$ cat config.mk
export PLATFORM = sky130hd
export DESIGN_NAME = auxclk_gen
export DESIGN_NICKNAME = d
export VERILOG_FILES = /design/src/rtl/auxclk_pkg.sv /design/src/rtl/auxclk_rst_sync.sv /design/src/rtl/auxclk_ctrl_reg.sv /design/src/rtl/auxclk_startup.sv /design/src/rtl/auxclk_divider.sv /design/src/rtl/auxclk_gen.sv
export SDC_FILE = /design/constraint.sdc
export NUM_CORES = 1
export LEC_CHECK = 0
export BUFFER_PORTS_ARGS = -buffer_cell sky130_fd_sc_hd__buf_2
export CORE_UTILIZATION = 40
export CTS_BUF_LIST = sky130_fd_sc_hd__clkbuf_8
export CTS_CLUSTER_DIAMETER = 40
export CTS_CLUSTER_SIZE = 28
export DETAILED_ROUTE_END_ITERATION = 8
export HOLD_SLACK_MARGIN = 0.1
export PLACE_DENSITY_LB_ADDON = 0.2
export RECOVER_POWER = 100
export SKIP_CTS_REPAIR_TIMING = 1
export SLEW_MARGIN = 10
export SYNTH_ARGS = -nofsm -noshare
export SYNTH_HDL_FRONTEND = slang
export SYNTH_SLANG_ARGS = --single-unit
$ cat constraint.sdc
create_clock -name clk_i -period 1.2 [get_ports clk_i]
set_input_delay 0.06 -clock clk_i [delete_from_list [all_inputs] [get_ports clk_i]]
set_output_delay 0.06 -clock clk_i [all_outputs]
set_load 0.02 [all_outputs]
$ cat src/rtl/auxclk_pkg.sv
package auxclk_pkg;

  typedef enum logic [1:0] {
    MODE_DIV2  = 2'b00,
    MODE_DIV3  = 2'b01,
    MODE_FRAC  = 2'b10,
    MODE_LEVEL = 2'b11
  } auxclk_mode_e;

  localparam int unsigned DIV2_PERIOD = 2;
  localparam int unsigned DIV3_PERIOD = 3;
  localparam int unsigned FRAC_PERIOD = 9;
  localparam int unsigned PHASE_W     = $clog2(FRAC_PERIOD);

  localparam int unsigned CTRL_TEST_BIT = 7;
  localparam int unsigned CTRL_MODE_LSB = 5;

endpackage

$ cat src/rtl/auxclk_rst_sync.sv
module auxclk_rst_sync #(
  parameter int unsigned STAGES = 2
) (
  input  logic clk_i,
  input  logic rst_ni,
  output logic rst_sync_no
);

  logic [STAGES-1:0] sync_q;
  logic [STAGES-1:0] sync_d;

  always_comb begin
    sync_d = {sync_q[STAGES-2:0], 1'b1};
  end

  always_ff @(posedge clk_i or negedge rst_ni) begin
    if (!rst_ni) begin
      sync_q <= '0;
    end else begin
      sync_q <= sync_d;
    end
  end

  assign rst_sync_no = sync_q[STAGES-1];

endmodule

$ cat src/rtl/auxclk_ctrl_reg.sv
module auxclk_ctrl_reg
  import auxclk_pkg::*;
#(
  parameter logic [7:0] CMD_CODE = 8'h6C
) (
  input  logic         clk_i,
  input  logic         rst_ni,
  input  logic         sys_rst_ni,
  input  logic         wr_en_i,
  input  logic [7:0]   wr_cmd_i,
  input  logic [7:0]   wr_data_i,
  output auxclk_mode_e mode_o,
  output logic         test_o
);

  logic         hit;
  logic         mode_we;
  logic         test_we;
  auxclk_mode_e mode_q;
  auxclk_mode_e mode_d;
  logic         test_q;
  logic         test_d;
  logic         unused_wr_bits;

  assign hit     = wr_en_i && (wr_cmd_i == CMD_CODE);
  assign mode_we = hit && !sys_rst_ni;
  assign test_we = hit;

  always_comb begin
    mode_d = auxclk_mode_e'(wr_data_i[CTRL_MODE_LSB +: 2]);
    test_d = wr_data_i[CTRL_TEST_BIT];
  end

  always_ff @(posedge clk_i or negedge rst_ni) begin
    if (!rst_ni) begin
      mode_q <= MODE_DIV2;
    end else if (mode_we) begin
      mode_q <= mode_d;
    end
  end

  always_ff @(posedge clk_i or negedge rst_ni) begin
    if (!rst_ni) begin
      test_q <= 1'b0;
    end else if (test_we) begin
      test_q <= test_d;
    end
  end

  assign unused_wr_bits = ^wr_data_i[CTRL_MODE_LSB-1:0];

  assign mode_o = mode_q;
  assign test_o = test_q;

endmodule

$ cat src/rtl/auxclk_startup.sv
module auxclk_startup #(
  parameter int unsigned START_CYCLES = 64
) (
  input  logic clk_i,
  input  logic rst_ni,
  output logic ready_o
);

  localparam int unsigned CNT_W = $clog2(START_CYCLES + 1);
  localparam logic [CNT_W-1:0] CNT_LAST = CNT_W'(START_CYCLES);

  logic [CNT_W-1:0] cnt_q;
  logic [CNT_W-1:0] cnt_d;
  logic             cnt_en;

  assign cnt_en = (cnt_q != CNT_LAST);

  always_comb begin
    cnt_d = cnt_q + 1'b1;
  end

  always_ff @(posedge clk_i or negedge rst_ni) begin
    if (!rst_ni) begin
      cnt_q <= '0;
    end else if (cnt_en) begin
      cnt_q <= cnt_d;
    end
  end

  assign ready_o = !cnt_en;

endmodule

$ cat src/rtl/auxclk_divider.sv
module auxclk_divider
  import auxclk_pkg::*;
(
  input  logic         clk_i,
  input  logic         rst_ni,
  input  logic         run_i,
  input  auxclk_mode_e mode_i,
  input  logic         level_i,
  output logic         clk_o
);

  logic [PHASE_W-1:0] phase_q;
  logic [PHASE_W-1:0] phase_d;
  logic [PHASE_W-1:0] phase_last;
  auxclk_mode_e       mode_prev_q;
  logic               restart;
  logic               wave;
  logic               out_q;
  logic               out_d;

  assign restart = (mode_i != mode_prev_q);

  always_comb begin
    phase_last = '0;
    wave       = 1'b0;
    unique case (mode_i)
      MODE_DIV2: begin
        phase_last = PHASE_W'(DIV2_PERIOD - 1);
        wave       = (phase_q == '0);
      end
      MODE_DIV3: begin
        phase_last = PHASE_W'(DIV3_PERIOD - 1);
        wave       = (phase_q == '0);
      end
      MODE_FRAC: begin
        phase_last = PHASE_W'(FRAC_PERIOD - 1);
        wave       = (phase_q == PHASE_W'(0)) || (phase_q == PHASE_W'(1)) ||
                     (phase_q == PHASE_W'(4)) || (phase_q == PHASE_W'(5));
      end
      MODE_LEVEL: begin
        phase_last = '0;
        wave       = level_i;
      end
      default: begin
        phase_last = '0;
        wave       = 1'b0;
      end
    endcase
  end

  always_comb begin
    if (!run_i || restart || (phase_q == phase_last)) begin
      phase_d = '0;
    end else begin
      phase_d = phase_q + 1'b1;
    end
    out_d = run_i && !restart && wave;
  end

  always_ff @(posedge clk_i or negedge rst_ni) begin
    if (!rst_ni) begin
      phase_q     <= '0;
      mode_prev_q <= MODE_DIV2;
      out_q       <= 1'b0;
    end else begin
      phase_q     <= phase_d;
      mode_prev_q <= mode_i;
      out_q       <= out_d;
    end
  end

  assign clk_o = out_q;

endmodule

$ cat src/rtl/auxclk_gen.sv
module auxclk_gen
  import auxclk_pkg::*;
#(
  parameter logic [7:0]  CMD_CODE     = 8'h6C,
  parameter int unsigned START_CYCLES = 64,
  parameter int unsigned SYNC_STAGES  = 2
) (
  input  logic       clk_i,
  input  logic       rst_ni,
  input  logic       sys_rst_ni,
  input  logic       en_ni,
  input  logic       wr_en_i,
  input  logic [7:0] wr_cmd_i,
  input  logic [7:0] wr_data_i,
  input  logic       level_i,
  output logic       clk_out_o
);

  logic         rst_int_n;
  logic         start_ready;
  logic         test_bit;
  auxclk_mode_e mode_sel;
  logic         run_q;
  logic         run_d;

  auxclk_rst_sync #(
    .STAGES(SYNC_STAGES)
  ) u_rst (
    .clk_i      (clk_i),
    .rst_ni     (rst_ni),
    .rst_sync_no(rst_int_n)
  );

  auxclk_ctrl_reg #(
    .CMD_CODE(CMD_CODE)
  ) u_reg (
    .clk_i     (clk_i),
    .rst_ni    (rst_int_n),
    .sys_rst_ni(sys_rst_ni),
    .wr_en_i   (wr_en_i),
    .wr_cmd_i  (wr_cmd_i),
    .wr_data_i (wr_data_i),
    .mode_o    (mode_sel),
    .test_o    (test_bit)
  );

  auxclk_startup #(
    .START_CYCLES(START_CYCLES)
  ) u_start (
    .clk_i  (clk_i),
    .rst_ni (rst_int_n),
    .ready_o(start_ready)
  );

  always_comb begin
    run_d = start_ready && !en_ni && !test_bit;
  end

  always_ff @(posedge clk_i or negedge rst_int_n) begin
    if (!rst_int_n) begin
      run_q <= 1'b0;
    end else begin
      run_q <= run_d;
    end
  end

  auxclk_divider u_div (
    .clk_i  (clk_i),
    .rst_ni (rst_int_n),
    .run_i  (run_q),
    .mode_i (mode_sel),
    .level_i(level_i),
    .clk_o  (clk_out_o)
  );

endmodule

== Yosys cells after proc, flatten, opt, wreduce, memory -nomap -nowiden ==
Cells that the tools add are included.

* Register bits: 20
* Output and inout bits: 1
* Logic and storage cells: 43
* Input bits: 22

* Equality and inequality tests: 10
* Mux-type cells: 3
* Reduce and logical (&&, ||, !) cells: 20
* $add $sub $neg: 2

{| class="wikitable"
|+ Operators by type and width
! cell !! number
|-
| 4-bit case mux with 4 select lines || 1
|-
| 4-bit by 3-bit equality test with 1-bit output, second input constant || 2
|-
| 8-bit by 7-bit equality test with 1-bit output, second input constant || 1
|-
| 7-bit by 1-bit adder with 7-bit output, second input constant || 1
|-
| 7-bit inequality test, second input constant || 1
|-
| 1-bit logical AND || 6
|-
| 1-bit zero test || 6
|-
| 1-bit logical OR || 5
|-
| 4-bit by 1-bit adder with 4-bit output, second input constant || 1
|-
| 2-bit equality test, second input constant || 2
|-
| 4-bit by 1-bit equality test with 1-bit output, second input constant || 1
|-
| 4-bit equality test || 1
|-
| 4-bit zero test || 1
|-
| 4-bit two-way mux || 1
|-
| 1-bit case mux with 3 select lines || 1
|-
| 2-bit by 1-bit equality test with 1-bit output, second input constant || 1
|-
| 2-bit zero test || 1
|-
| 2-bit inequality test || 1
|-
| 2-bit OR reduction || 1
|}

== Depth between registers and ports, before layout ==
Gate-level depths: netlist of run 1.

* Word-level depth: 6
* Gate-level depth with buffers: 4
* Depth with buffers taken out: 4

== Cells and area by module ==
A second synthesis of run 1 with hierarchy kept.

* Cell total of the unflattened synthesis: 77
* Area total of the unflattened synthesis: 970.9 µm²

{| class="wikitable"
|+ By module, submodules not included
! module !! seq. area each (µm²) !! area an instance (µm²) !! cells an instance !! times used
|-
| auxclk_divider || 175.2 || 385.4 || 34 || 1
|-
| auxclk_startup || 175.2 || 335.3 || 27 || 1
|-
| auxclk_ctrl_reg || 75.1 || 158.9 || 11 || 1
|-
| auxclk_rst_sync || 50.0 || 53.8 || 3 || 1
|-
| auxclk_gen || 25.0 || 37.5 || 2 || 1
|}

== Least setup slack after synthesis of run 1 ==
OpenSTA, ideal clock, no wires.

* Path kind: register to register
* From: register u_reg.mode_q[0] (netlist: u_reg.mode_o[0])
* To: register u_div.phase_q[2]
* Path slack: -0.149 ns
* Clock period less this slack: 1.349 ns
* Library setup time: 0.136 ns
* Arrival time: 1.214 ns
* Data required time: 1.064 ns
* Path buffers: 1
* Cell stages (with the launch flop): 5
* Cells stage by stage: dfrtp_1 buf_6 or4_4 nor3_4 nor4_1

* Cells in the longest elaborated chain, start to end: 5
* Elaborated cells on any way between the ends: 10
* Those cells by class: 5 x eq/ne; 2 x mux; 3 x reduce/logical

{| class="wikitable"
|+ RTL lines
! element !! line !! RTL
|-
| start: declaration || auxclk_ctrl_reg.sv:19 || <nowiki>auxclk_mode_e mode_q;</nowiki>
|-
| start signal: assignment || auxclk_ctrl_reg.sv:38 || <nowiki>mode_q <= mode_d;</nowiki>
|-
| 2-bit equality test (tied with other cells) || auxclk_divider.sv:26 || <nowiki>unique case (mode_i)</nowiki>
|-
| 4-bit case mux with 4 select lines || auxclk_divider.sv:26 ||
|-
| 4-bit equality test || auxclk_divider.sv:52 || <nowiki>if (!run_i || restart || (phase_q == phase_last)) begin</nowiki>
|-
| 1-bit logical OR (*) || auxclk_divider.sv:52 ||
|-
| 4-bit two-way mux (*) || auxclk_divider.sv:52 ||
|-
| named net u_div.phase_d[2] || auxclk_divider.sv:13 || <nowiki>logic [PHASE_W-1:0] phase_d;</nowiki>
|-
| end signal: assignment || auxclk_divider.sv:66 || <nowiki>phase_q <= phase_d;</nowiki>
|-
| end: declaration || auxclk_divider.sv:12 || <nowiki>logic [PHASE_W-1:0] phase_q;</nowiki>
|}

Mark *: on every way through the listed nets, which the timed path passes. The rest lies on a longest branch. The select of a mux whose other input is x is not followed.
A chain may end at the register's enable or synchronous reset.

== Worst setup path after layout of run 1 ==
* From: register u_reg.mode_q[1] (netlist: u_reg.mode_o[1])
* To: register u_div.phase_q[2]

Same word-level chain as after synthesis.

==> results of run 1 <==
[cells in the final DEF, fill, tap and decap left out, types with 2 or more instances in the layout]
cell,instances
xnor2_1,8
nand3_1,5
o21ai_1,2
ha_1,4
nand3_2,2
dlygate4sd3_1,6
buf_4,13
dfrtp_1,20
clkbuf_1,6
inv_1,3
xnor2_2,2
mux2_2,3
nand4_1,2
clkbuf_8,4
buf_2,15
[metrics by stage]
stage / hold WS, ns / utilization / setup TNS, ns / power [W] / instance area [sq um]
after floorplan: -0.236 / - / -0.653 / 0.000727 / 971
after global placement: -0.156 / 0.542 / -0.578 / 0.000766 / 1220
after detailed placement: -0.153 / 0.542 / -0.772 / 0.000768 / 1220
after CTS: -0.429 / 0.567 / -0.929 / 0.00127 / 1280
after global routing: 0.143 / 0.617 / -1.26 / 0.00132 / 1390
final: 0.133 / 0.617 / -0.744 / 0.00128 / 1390
[where the power goes]
| part | switching, W | internal (W) |
|---|---|---|
| clock | 0.000215 | 0.000292 |
| sequential | 0.00000447 | 0.000682 |
| combinational | 0.0000333 | 0.0000506 |
| total | 0.000253 | 0.00102 |
[worst max path at each step]
stage	endpoint	cells after the start
6_report	u_div.phase_q[2]$_DFF_PN0_	3
5_1_grt	u_div.phase_q[2]$_DFF_PN0_	3
4_1_cts	u_div.phase_q[1]$_DFF_PN0_	4
3_5_place_dp	u_div.phase_q[1]$_DFF_PN0_	4
3_3_place_gp	u_div.phase_q[1]$_DFF_PN0_	4
2_1_floorplan	u_div.phase_q[2]$_DFF_PN0_	4
[logic make-up after synthesis]
logic type,after synthesis,share of synthesized area
AOI/OAI and AO/OA,6,0.0464
adders and majority gates,5,0.0644
DFF,20,0.515
and+or+nand+nor,25,0.193
muxes,4,0.0503
other,1,0.00386
buffers and inverters,5,0.0271
xor gates and xnor gates,11,0.0992
[sequential cells by signal, indices dropped and copies added, names as in the netlist]
signal and count:
u_div.clk_o 1, run_q 1, u_start.cnt_q 7, u_reg.mode_o 2
u_div.mode_prev_q 2, u_rst.sync_q 2, u_div.phase_q 4, u_reg.test_o 1
[layout make-up]
type	count	area share
Multi-Input combinational cell	52	0.369
Timing Repair Buffer	42	0.195
Clock buffer	4	0.0396
Tap cell	28	0.0252
Sequential cell	20	0.360
Inverter	4	0.0108
[per-layer routing]
metal	vias to the layer above	global-route usage
met5	-	0
met1	348	0.200
met4	0	0.0721
met3	2	0.0327
met2	25	0.248
li1	367	-
[critical path, stage by stage (launching register included)]
cell and delay (ns):
dfrtp_1 0.41, or4_4 0.55, nor3_4 0.20, nor4_1 0.09
==> flow_metrics.tcl, run 1 <==
set metrics [dict create \
    ir_worst_vdd_uv 830 \
    hpwl_mm 1.34 \
    cts.path.max_buffers 2 \
    area_growth_pct 43.2 \
    dp_slack_ns -0.149 \
    setup_viol 6 \
    finalNetCount 150 \
    ys_seq_elements 20 \
    wl_mm 1.85 \
    core-area_sq_mm 0.00225 \
    via_per_inst 4.95 \
    cts.sinks 20 \
    multi_input_area_sq_um 513 \
    postLayoutSetupSlackWorst_ns -0.174 \
    grt_pass1_wl_mm 3.02 \
    yosysWarnings 0 \
    clkTransAtPathRegs_ns 0.07 \
    antenna_left 0 \
    hold_viol_final 0 \
    initial_core_util 0.431 \
    period_needed_ns 1.37 \
    synth-async-reset-ratio 1.00 \
    dr.pass1.iters 4 \
    die_h_um 51.3 \
    maxCapViolCount 0 \
    grt_use_total 0.155 \
    final_max_slew_viol_count 0 \
    ctsHtreeMaxLevel 1 \
    post-synth-top-count-cell "dfrtp_1" \
    fin_skew_ns 0.00132 \
    r2r-end "u_div.phase_q[2]$_DFF_PN0_" \
    avgRoutedWirePerCell_um 12.3 \
    yosys-top-cells-count "dfrtp_1, xnor2_1, nand3_1" \
    layout-drive-gt1-share 0.443 \
    synth_area_leaders "dfrtp_1, xnor2_1, ha_1, mux2_2, nand3_1" \
    num_antenna_cells 0 \
    nFillCells 201 \
    grt_pass1_vias 752 \
    met3_length_um 62 \
    dpl.cell_count 140 \
    fp.dieArea_sq_mm 0.00263 \
    status "finished, violations left" \
    reg2reg_depth 3 \
    vias 742 \
    arrival_ns 1.50 \
    synth_area_sq_um 971 \
    rrSetupSlack_ns -0.17 \
    pin_count 23 \
    synth_nets 104 \
    drt_iter0_markers 6 \
    grt_overflow 0 \
    powerDensity_mw_per_mm2 919 \
    wl_met1_um 844 \
    crit_fanout 4 \
    grt_max_degree 19 \
    critPathRequiredTime_ns 1.33 \
    synth_cell_type_count 30 \
    cts_buffers 3 \
    cts_root_buf "clkbuf_8" \
    place_congestion 0.812 \
    port_buffers 17 \
    hp-class "in -> async" \
    wl_met2_um 933 \
    die-width_um 51.3 \
    clk_latency_ns 0.25 \
    worstReg2RegStart "u_reg.mode_o[1]$_DFFE_PN0P_" \
    yosysSeqAreaShare 0.515 \
    stdcell_count 150 \
    violations "setup timing" \
    synth_edf_count 0 \
    yosysTopAreaCellShare 0.515 \
    rsz0062_at_grt "true" \
    area.sequential_sq_um 500 \
    std_cell_rows 17 \
    ys.flop_type "dfrtp_1" \
    route.top_layer_used "met4" \
    start_kind "flip-flop" \
    period_share 1.14 \
    syn_inst 77 \
    critPathKind "reg -> reg" \
    yosys.area.top_type "dfrtp_1" \
    setup.worst_path.start "u_reg.mode_o[1]$_DFFE_PN0P_" \
    max_freq_mhz 728 \
    antenna_found_initial 0 \
    synth.avg_cell_area_sq_um 12.6 \
    worstSetupEndpointType "flip-flop" \
    leakage_nw 0.607 \
    cts_tree "done" \
    drc 0 \
]
No activity file was read; power rests on OpenSTA's default activity.
==> run 2: changes to the inputs <==
- ABC_AREA: unset -> 1
- CTS_CLUSTER_SIZE: 28 -> 14
- clock period: 1.2 -> 1.3 ns (I/O delays scaled with it)
==> run 2 against run 1 <==
Effect of this change:
- the flow now finishes without violations
- core utilization decreased by 5.2 points
- worst hold slack got worse by 0.036 ns
- first-iteration DRC count up 50%
- synthesized cell count up 43%
- register-to-register slack improved by 0.27 ns
- fmax grew 14%
- cell area is 8.4% lower
==> flow_metrics.tcl, run 2 <==
set metrics [dict create \
    status "complete, no violations" \
    swShare 0.189 \
    cts_buffers 3 \
    cts.path.max_buffers 2 \
    arrival_ns 1.35 \
    powerDensity_mw_per_mm2 1050 \
    period_needed_ns 1.20 \
    synthMuxAreaShare 0 \
    nFillCells 226 \
    grt_use_total 0.157 \
    stdcell_count 171 \
    critPathSlowestCell "dfrtp_1" \
    synth.avg_cell_area_sq_um 8.85 \
    p_int_w 0.00108 \
    yosysTopAreaCellShare 0.514 \
    pin_count 23 \
    pwr-share-seq 0.478 \
    antenna_found_initial 0 \
    max_freq_mhz 832 \
    drt_iter0_markers 9 \
    die-width_um 51.3 \
    antenna_left 0 \
    rrSetupSlack_ns 0.1 \
    power.switching_w 0.000252 \
    yosys.area.top_type "dfrtp_1" \
    placed_area_sq_mm 0.00112 \
    ir_worst_vdd_uv 857 \
    final_common_cell "nand2_1" \
    synth_area_sq_um 973 \
    dp_slack_ns -0.0136 \
    hpwl_mm 1.30 \
    hold_viol_final 0 \
    final_cell_area_sq_mm 0.00127 \
    maxCapViolCount 0 \
    top_regs "u_start.cnt_q x7, u_div.phase_q x4" \
    rsz0062_at_grt "false" \
    largest_register_ffs 7 \
    dr.pass1.iters 4 \
    avgRoutedWirePerCell_um 10.5 \
    synth_area_leaders "dfrtp_1, nand2_1, ha_1, xor2_1, inv_1" \
    clock_power_share 0.471 \
    synth_top_family_by_area "simple AND/OR/NAND/NOR gates" \
    period_share 0.924 \
    yosysWarnings 0 \
    initial_core_util 0.432 \
    synth_xor_area_frac 0.0720 \
    die_h_um 51.3 \
    tightest_slew_ns 0.841 \
    drc 0 \
    syn_inst 110 \
    clk_latency_ns 0.26 \
    leakage_nw 0.636 \
    clkTransAtPathRegs_ns 0.08 \
    via_per_inst 4.61 \
    hp-class "in -> reg" \
    cts_tree "done" \
    ys.flop_type "dfrtp_1" \
    largest-register "u_start.cnt_q" \
    start_kind "flip-flop" \
    synth_fa_ha_area_frac 0.0643 \
    postLayoutSetupSlackWorst_ns 0.0983 \
    crit_fanout 3 \
    grt_pass1_vias 725 \
    worstSetupEndpoint "u_div.clk_o$_DFF_PN0_" \
    dpl.cell_count 159 \
    area_growth_pct 30.8 \
    critPathKind "reg -> reg" \
    critPathRequiredTime_ns 1.44 \
    synth_cell_type_count 19 \
    yosysSeqAreaShare 0.514 \
    grt_overflow 0 \
    synth_compound_area_frac 0.0296 \
    setup.worst_path.start "u_div.phase_q[0]$_DFF_PN0_" \
    core-area_sq_mm 0.00225 \
    fp.dieArea_sq_mm 0.00263 \
    wl_mm 1.80 \
    grt_max_degree 17 \
    ctsHtreeMaxLevel 1 \
    grt_pass1_wl_mm 2.95 \
    cts.sinks 20 \
    yosys-top-cells-count "nand2_1, dfrtp_1, inv_1" \
    worstReg2RegStart "u_div.phase_q[0]$_DFF_PN0_" \
    setup_viol 0 \
    ys_seq_elements 20 \
    finalNetCount 171 \
    cts_root_buf "clkbuf_8" \
    crit_chain "inv_1 -> ha_1 -> or2_4 -> a21boi_2 -> nor3b_2" \
    final_cell_mix "nand2_1, dfrtp_1, buf_2" \
    p_comb_frac 0.052 \
    synth_nets 137 \
    finish.utilization 0.565 \
    layout-drive-gt1-share 0.224 \
    slowest_delay_ns 0.38 \
    post-synth-top-count-cell "nand2_1" \
    vias 788 \
    synthSimpleGateAreaFrac 0.254 \
    fin_skew_ns 0.00480 \
    std_cell_rows 17 \
    synth-async-reset-ratio 1.00 \
    place_congestion 0.744 \
    final_max_slew_viol_count 0 \
    r2r-end "u_div.clk_o$_DFF_PN0_" \
    maxSlewHeadroom 0.439 \
    worstSetupEndpointType "flip-flop" \
    num_antenna_cells 0 \
    reg2reg_depth 5 \
    synth_edf_count 0 \
    port_buffers 17 \
]
run 2: final cells by class:
type,instances,area [sq um],area share
Clock buffer,3,41.3,0.0324
Sequential cell,20,500,0.393
Multi-Input combinational cell,74,419,0.329
Timing Repair Buffer,29,188,0.147
Tap cell,28,35.0,0.0275
Clock inverter,1,30.0,0.0236
Inverter,16,60.1,0.0472
run 2: worst min-delay path by stage:
stage,start,endpoint,slack (ns),cells after the start
6_report,sys_rst_ni,u_reg.mode_o[0]$_DFFE_PN0P_,0.1,4
3_5_place_dp,rst_ni,u_rst.sync_q[0]$_DFF_PN0_,-0.15,1
2_1_floorplan,rst_ni,u_rst.sync_q[0]$_DFF_PN0_,-0.23,0
5_1_grt,sys_rst_ni,u_reg.mode_o[0]$_DFFE_PN0P_,0.12,4
4_1_cts,rst_ni,u_rst.sync_q[0]$_DFF_PN0_,-0.44,1
3_3_place_gp,rst_ni,u_rst.sync_q[0]$_DFF_PN0_,-0.15,1
run 2: power by group through the flow:
stage	sequential, W	combinational, W	clock, W
floorplan	0.000654	0.0000155	0
global placement	0.000649	0.0000515	0
detailed placement	0.000649	0.0000537	0
CTS	0.000637	0.0000540	0.000641
global route	0.000637	0.0000785	0.000657
finish	0.000636	0.0000688	0.000627
run 2: per-stage QoR:
step / power [W] / setup TNS [ns] / hold slack, ns
CTS: 0.00133 / -0.0300 / -0.439
finish: 0.00133 / 0 / 0.0965
global route: 0.00137 / 0 / 0.119
global placement: 0.000700 / 0 / -0.151
floorplan: 0.000669 / 0 / -0.231
detailed placement: 0.000703 / -0.0136 / -0.148
run 2: cells by family after synthesis:
| family | after synthesis |
|---|---|
| fa+ha+maj | 5 |
| flops | 20 |
| other cells | 1 |
| xor+xnor | 8 |
| simple gates | 55 |
| buf+inv | 16 |
| compound gates | 5 |
run 2: worst max-delay path, delay by kind of cell (launching register included):
family / cells / cell delay, ns
flip-flops: 1 / 0.38
AND/OR/NAND/NOR: 2 / 0.31
adder cells (fa/ha/maj): 1 / 0.20
AO/OA/AOI/OAI: 1 / 0.13
buffers and inverters: 1 / 0.05
run 2: metal layers:
| layer | vias to the layer above | global-route usage | wire (um) |
|---|---|---|---|
| li1 | 402 | - | - |
| met1 | 361 | 0.190 | 803 |
| met2 | 20 | 0.250 | 892 |
| met3 | 5 | 0.0387 | 61 |
| met4 | 0 | 0.0946 | 42 |
| met5 | - | 0 | 0 |
